<file path="src/rtl/ring_rx_dma.sv">
module ring_rx_dma #(
  parameter int BASE_W = 8,
  parameter int FCNT_W = 4
) (
  input  logic              clk,
  input  logic              rst_n,
  input  logic              reg_we,
  input  logic [2:0]        reg_addr,
  input  logic [15:0]       reg_wdata,
  output logic [15:0]       cur_desc,
  output logic [15:0]       end_desc,
  output logic [4:0]        dma_status,
  output logic [FCNT_W-1:0] frame_count,
  output logic              irq,
  input  logic              in_valid,
  input  logic [7:0]        in_data,
  input  logic              in_last,
  output logic              in_ready,
  output logic              mem_req,
  output logic              mem_we,
  output logic [31:0]       mem_addr,
  output logic [7:0]        mem_wdata,
  input  logic              mem_gnt,
  input  logic [7:0]        mem_rdata
);
  localparam int PAD_W = 32 - BASE_W - 16;
  localparam logic [2:0] A_CDA = 3'd0, A_EDA = 3'd1, A_BFL = 3'd2, A_BASE = 3'd3,
                         A_STAT = 3'd4, A_IEN = 3'd5, A_CMD = 3'd6;
  localparam logic [7:0] EOM_BYTE = 8'h80;

  typedef enum logic [2:0] {S_IDLE, S_FETCH, S_RECV, S_STORE, S_WB} st_t;
  st_t st;

  logic [15:0] cda, eda, bfl, chain, cnt;
  logic [BASE_W-1:0] base;
  logic [31:0] bptr;
  logic [7:0] hold;
  logic last_q, en, f_eot, f_eom, f_bof, f_cof;
  logic [2:0] idx;
  logic [1:0] ien;
  logic [FCNT_W-1:0] fcnt;

  wire wr_stat = reg_we && reg_addr == A_STAT;
  wire abort   = reg_we && reg_addr == A_CMD && reg_wdata[0];
  wire fclr    = reg_we && reg_addr == A_CMD && reg_wdata[1];
  wire [3:0] clr = wr_stat ? reg_wdata[3:0] : 4'd0;

  assign in_ready = en && (st == S_RECV || (st == S_IDLE && cda == eda));
  assign mem_req  = en && (st == S_FETCH || st == S_STORE || st == S_WB);
  assign mem_we   = st != S_FETCH;
  wire acc      = in_valid && in_ready;
  wire gnt_ok   = mem_req && mem_gnt;
  wire wb_done  = st == S_WB && gnt_ok && idx == 3'd2;
  wire set_eom  = wb_done && last_q;
  wire buf_end  = last_q || (cnt + 16'd1 == bfl);

  assign cur_desc    = cda;
  assign end_desc    = eda;
  assign dma_status  = {en, f_cof, f_bof, f_eom, f_eot};
  assign frame_count = fcnt;
  assign irq         = (f_eom && ien[0]) || (f_bof && ien[1]);

  always_comb begin
    mem_addr  = {{PAD_W{1'b0}}, base, cda + {13'd0, idx}};
    mem_wdata = hold;
    if (st == S_STORE) mem_addr = bptr + {16'd0, cnt};
    if (st == S_WB) begin
      mem_addr = {{PAD_W{1'b0}}, base, cda + 16'd6 + {13'd0, idx}};
      case (idx)
        3'd0:    mem_wdata = cnt[7:0];
        3'd1:    mem_wdata = cnt[15:8];
        default: mem_wdata = last_q ? EOM_BYTE : 8'h00;
      endcase
    end
  end

  always_ff @(posedge clk) begin
    if (!rst_n) begin
      st <= S_IDLE; cda <= '0; eda <= '0; bfl <= '0; base <= '0; chain <= '0;
      bptr <= '0; cnt <= '0; hold <= '0; last_q <= 1'b0; idx <= '0; ien <= '0;
      en <= 1'b0; f_eot <= 1'b0; f_eom <= 1'b0; f_bof <= 1'b0; f_cof <= 1'b0;
    end else if (abort) begin
      st <= S_IDLE; cnt <= '0; idx <= '0; en <= 1'b0;
      f_eot <= 1'b0; f_eom <= 1'b0; f_bof <= 1'b0; f_cof <= 1'b0;
    end else begin
      f_eot <= (f_eot && !clr[0]) || (wb_done && chain == eda);
      f_eom <= (f_eom && !clr[1]) || set_eom;
      f_bof <= (f_bof && !clr[2]) || (acc && st == S_IDLE);
      f_cof <= (f_cof && !clr[3]) || (set_eom && &fcnt);
      if (wr_stat) en <= reg_wdata[4];
      case (st)
        S_IDLE: if (en && cda != eda) begin st <= S_FETCH; idx <= '0; end
        S_FETCH: if (gnt_ok) begin
          case (idx)
            3'd0: chain[7:0]   <= mem_rdata;
            3'd1: chain[15:8]  <= mem_rdata;
            3'd2: bptr[7:0]    <= mem_rdata;
            3'd3: bptr[15:8]   <= mem_rdata;
            3'd4: bptr[23:16]  <= mem_rdata;
            default: bptr[31:24] <= mem_rdata;
          endcase
          idx <= idx + 3'd1;
          if (idx == 3'd5) st <= S_RECV;
        end
        S_RECV: if (acc) begin hold <= in_data; last_q <= in_last; st <= S_STORE; end
        S_STORE: if (gnt_ok) begin
          cnt <= cnt + 16'd1;
          idx <= '0;
          st  <= buf_end ? S_WB : S_RECV;
        end
        S_WB: if (gnt_ok) begin
          idx <= idx + 3'd1;
          if (idx == 3'd2) begin st <= S_IDLE; cda <= chain; cnt <= '0; end
        end
        default: st <= S_IDLE;
      endcase
      if (reg_we)
        case (reg_addr)
          A_CDA:  cda  <= reg_wdata;
          A_EDA:  eda  <= reg_wdata;
          A_BFL:  bfl  <= reg_wdata;
          A_BASE: base <= reg_wdata[BASE_W-1:0];
          A_IEN:  ien  <= reg_wdata[1:0];
          default: ;
        endcase
    end
  end

  always_ff @(posedge clk) begin
    if (!rst_n || fclr) fcnt <= '0;
    else if (set_eom && !abort) fcnt <= fcnt + 1'b1;
  end
endmodule

</file>
<file path="config.mk">
export PLATFORM = sky130hd
export DESIGN_NAME = ring_rx_dma
export DESIGN_NICKNAME = d
export VERILOG_FILES = /design/src/rtl/ring_rx_dma.sv
export SDC_FILE = /design/constraint.sdc
export NUM_CORES = 1
export LEC_CHECK = 0
export ABC_AREA = 1
export BUFFER_PORTS_ARGS = -buffer_cell sky130_fd_sc_hd__buf_2
export CAP_MARGIN = 20
export CELL_PAD_IN_SITES_DETAIL_PLACEMENT = 2
export CELL_PAD_IN_SITES_GLOBAL_PLACEMENT = 2
export CORE_MARGIN = 2
export CORE_UTILIZATION = 32
export DETAILED_ROUTE_END_ITERATION = 8
export PLACE_DENSITY_LB_ADDON = 0.12
export SLEW_MARGIN = 40
export SYNTH_ARGS = -nofsm -noshare
export SYNTH_HDL_FRONTEND = slang
export SYNTH_SLANG_ARGS = --single-unit
</file>
<file path="constraint.sdc">
create_clock -name clk -period 3.45 [get_ports clk]
set_input_delay 0.1725 -clock clk [delete_from_list [all_inputs] [get_ports clk]]
set_output_delay 0.1725 -clock clk [all_outputs]
set_load 0.02 [all_outputs]
</file>
==> After elaboration in Yosys (flattened, before gate mapping) <==
Index checks and enable logic that the tools add are counted.
{ "op_classes": {"n_addsub": 7, "n_eq_ne": 28, "muxes": 28, "n_bitwise": 3, "reduce_logical": 62} }
{ "op_table": {"columns": ["cell", "n"], "rows": [
  ["$mux 16", 8],
  ["$mux 32", 2],
  ["$eq 16x16->1", 3],
  ["$reduce_and 4->1", 9],
  ["$mux 3", 11],
  ["$add 16x3->16", 2],
  ["$add 32x16->32", 1],
  ["$pmux 16 s2", 1],
  ["$logic_and 1x1->1", 23],
  ["$eq 3x2->1 const B", 6],
  ["$eq 3x3->1 const B", 6],
  ["$add 16x1->16 const B", 1],
  ["$add 16x3->16 const B", 1],
  ["$mux 8", 2],
  ["$ne 16x16->1", 1],
  ["$pmux 8 s2", 1],
  ["$pmux 3 s5", 1],
  ["$reduce_and 3->1", 5],
  ["$logic_or 1x1->1", 10],
  ["$eq 3x1->1 const B", 3],
  ["$logic_not 3->1", 3],
  ["$pmux 3 s3", 1],
  ["$ne 2x1->1 const B", 4],
  ["$ne 2x2->1 const B", 4],
  ["other kinds (11)", 19]
]} }
{ "totals": {"reg_bits": 146, "in_bits": 41, "output_inout_bits": 85} }

==> Longest topological paths before layout <==
{ "depth": {"depth_word": 10, "depth_mapped": 16, "ltp_nobuf": 16} }

==> Worst setup path before layout <==
OpenSTA, ideal clock, no wires.
{ "synth_timing": {"kind": "reg2out", "from": "register cda[1], in the netlist cur_desc[1]", "to": "output port mem_addr[15]", "t_arrival_ps": 2600, "path_slack_ps": 677, "path_stages_with_launch": 14, "n_path_buf": 0, "cell_sequence": "dfxtp_1 > inv_1 > ha_1 > inv_1 > ha_1 > inv_1 > fa_1 > o21bai_1 > nand2_1 > nor2_1 > inv_1 > nor2_1 > xor2_1 > a22oi_1"} }
{ "synth_via": {"elab_chain_len": 3, "word_cells_on_any_way": 5} }
{ "synth_lines": {"columns": ["element", "line_no", "text"], "rows": [
  ["start, declared", "34", "logic [15:0] cda, eda, bfl, chain, cnt;"],
  ["start signal, assigned", "119", "A_CDA: cda <= reg_wdata;"],
  ["$add 16x3->16, on equally long branches", "68, 64", null],
  ["$add 16x3->16 or $mux 32 (tied branches)", "68, 66", null],
  ["$mux 32 (*)", "67", "if (st == S_WB) begin"],
  ["end, declared", "21", "output logic [31:0] mem_addr,"]
]} }
Mark *: on every way between the ends. The rest lies on a longest branch, timed or not.

==> Worst setup path after layout <==
{ "layout_timing": {"from": "register idx[1]", "to": "output port mem_addr[15]"} }
{ "layout_via": {"elab_chain_len": 3, "word_cells_on_any_way": 4} }
{ "layout_lines": {"columns": ["element", "line_no", "text"], "rows": [
  ["start, declared", "39", "logic [2:0] idx;"],
  ["start signal, assigned", "102", "idx <= idx + 3'd1;"],
  ["start signal, assigned", "112", "idx <= idx + 3'd1;"],
  ["$add 16x3->16", "64", "mem_addr = {{PAD_W{1'b0}}, base, cda + {13'd0, idx}};"],
  ["$mux 32", "66", "if (st == S_STORE) mem_addr = bptr + {16'd0, cnt};"],
  ["$mux 32 (*)", "67", null]
]} }
Marks and branches as above.

==> run metrics <==
register area share after synthesis=~32%; async set-reset flop share out of synthesis=0%; top_reg_cell synth=dfxtp_1; drt initial violations=672; CTS clock-pin slew for the worst setup and hold paths=80 ps; port bufs=125; pin count of the biggest net entering global routing=55; Peak VDD IR=0.000317 V; Nets=1554; Final Setup Violations=0; worst r2r path cells=14; fillers=roughly 3.5k; grt ovf=0; Post-synth EDFFs=0; count of cell types in the netlist=48; area of the mapped netlist=9030 sq um; Area growth syn-to-layout=20.4%; Worst setup SP type=flip-flop; CTS Root Cell=clkbuf_16; core area=27800 sq um; dpl cell area=10000 sq um; Clock Latency Late Sink=440 ps; Final ANT Viol Nets=0; WL/cell=22.0 microns; Critical Setup Path Class=reg2out; Worst EP required=3280 ps; DIE HEIGHT=172 microns; Final Skew=14.9 ps; Fin Setup TNS=0 ps; commonest cells after routing, fill and taps aside=nand2_1 (232), o21ai_0 (182), nor2_1 (152); FF-to-FF End=st[1]$_SDFFE_PP0P_; Net Count, Synth=between 1k and 1.5k; Ys Warns=0; max_cap viols=0; worst-margin pin slew=approximately 800 ps; Post-Layout Cell Count=1870; Fin. Hold Viols=0; Crit Path Max Fanout=6; vias in the first global route=10.5k; Pwr Total=4.50 mW; post-synthesis register bit count=146; flop2flop setup slack=approximately 830 ps; post-detail-place hpwl=31200 microns; initial antenna violation count=1; Placed Cells=1828; IO Pins=126; antenna diode count=0; first-pass GRT wire length=62400 microns; Mapped Cells=1357; Final Critical Period=roughly 3300 ps; die area=29600 sq um; Post-Syn Area per Cell=6.66 sq um; final core utilization=approximately two fifths; TritonCTS Buffers=17; H-tree levels=4; Initial Util=32.5%; Critical Path AT=3170 ps; commonest non-fill, non-tap cell in the layout=nand2_1; All-Layer GR Usage=about 28%; die span in x=~170 microns; status=finished clean; Hold Path Origin=in_valid; Total Wirelength=41100 microns; Residual DRC=0; TritonCTS clock tree=yes; via count=10.1k; Final Cell Area=10900 sq um; period utilization=96.8%; vias per cell=5.39; fmax=between 200 and 300 MHz; clk sinks=146; drt pass-1 iters=5; Power Density=414 nW/um^2; Longest Clk Path Bufs=2; Pleak=4.65 nW; worst hold path class=in2reg; Placer Congestion=0.920; FP Rows=roughly 60; Rel. slew slack=between 40% and 50%; Critical Path End Type=output pin; Crit Reg-Reg Startpoint=cnt[2]$_SDFFE_PP0P_; ratio of cells with drive above 1 in the final layout=15.3%; max-slew violations=0; Hold Path Depth=3; Worst Hold Path EP=f_bof$_SDFF_PP0_
[where the power goes]
part	leakage (nW)	internal [mW]	total, mW	switching [mW]
logic	3.15	0.196	0.685	0.489
clock network	0.308	1.13	2.04	0.910
registers	1.18	1.72	1.78	0.0553
[routing by layer]
layer / track usage (%) / routed length [microns] / vias up
li1: - / - / 4782
met1: 38.4 / 19700 / 5077
met2: 47.1 / 19200 / 184
met3: 3.59 / 1380 / 44
met4: 7.16 / 793 / 0
met5: 0 / 0 / -
[area by class of cell]
cell class / count / area [sq um] / share of cell area [%]
Inverter: 145 / 544 / 5.01
Clock inverter: 14 / 193 / 1.77
Timing Repair Buffer: 154 / 876 / 8.06
Sequential cell: 146 / 2930 / 27.0
Tap cell: 378 / 473 / 4.35
Clock buffer: 18 / 439 / 4.04
Multi-Input combinational cell: 1015 / 5420 / 49.8
[critical path, cell delays in order (launching register included)]
cell and delay (ps):
dfxtp_2 400, inv_1 130, ha_1 320, inv_1 70, ha_1 170, inv_1 60, fa_2 380, o21bai_4 200
nand2_1 90, nor2_1 100, inv_1 60, nor2_1 130, xor2_1 80, a22oi_1 300, buf_4 210
[cell usage after synthesis (5+ instances only)]
cell type / number / area share [%]
buf_4: 7 / 0.58
clkbuf_1: 35 / 1.5
nor3_1: 19 / 1.1
a21oi_1: 151 / 8.4
buf_2: 7 / 0.39
inv_1: 138 / 5.7
nand2_1: 236 / 9.8
nand3b_1: 6 / 0.50
o22ai_1: 18 / 1.2
o21ai_0: 187 / 10
dfxtp_1: 146 / 32
o21ai_1: 6 / 0.33
xor2_1: 27 / 2.6
a31oi_1: 6 / 0.42
nor2_1: 160 / 6.7
ha_1: 31 / 4.3
a211oi_1: 5 / 0.42
xnor2_1: 29 / 2.8
nand3_1: 60 / 3.3
a22oi_1: 5 / 0.42
nand4_1: 20 / 1.4
nor2_4: 5 / 0.62
[through the flow]
step / hold WS, ps / worst slack [ps]
global route: 43.8 / -38.3
global placement: 398 / 463
detailed placement: 407 / 337
CTS: 16.2 / 0.917
finish: 29.1 / 111
floorplan: 307 / 677
[registers in the layout, indices dropped and copies added, names as in the netlist]
name         count
hold             8
chain           16
frame_count      4
en               1
bfl             16
f_bof            1
cnt             16
last_q           1
f_eom            1
cur_desc        16
ien              2
st               3
base             8
idx              3
end_desc        16
f_eot            1
bptr            32
f_cof            1
[worst max path at each step]
| stage | to | depth (start not counted) | from |
|---|---|---|---|
| after floorplan | mem_addr[15] | 13 | cur_desc[1]$_SDFFE_PN0N_ |
| after global placement | mem_addr[15] | 14 | idx[1]$_SDFFE_PP0P_ |
| after detailed placement | mem_addr[13] | 14 | idx[1]$_SDFFE_PP0P_ |
| after CTS | mem_addr[13] | 14 | cur_desc[1]$_SDFFE_PN0N_ |
| after global routing | mem_addr[30] | 18 | cnt[0]$_SDFFE_PP0P_ |
| final | mem_addr[15] | 14 | idx[1]$_SDFFE_PP0P_ |
[cell families after synthesis]
| group | share of synthesized area [%] |
|---|---|
| simple gates | 25.5 |
| compound gates | 23.3 |
| buf+inv | 8.53 |
| flops | 32.4 |
| xor+xnor | 5.43 |
| fa+ha+maj | 4.96 |
[repair_timing]
action,in CTS,in global routing
hold buffers,8,0
pin swaps,1,2
buffers inserted,0,2
gates resized for setup,6,32
setup endpoints to repair,6,20
endpoints found under the hold margin,8,0
cloned,0,0
(Power assumes the default switching activity.)
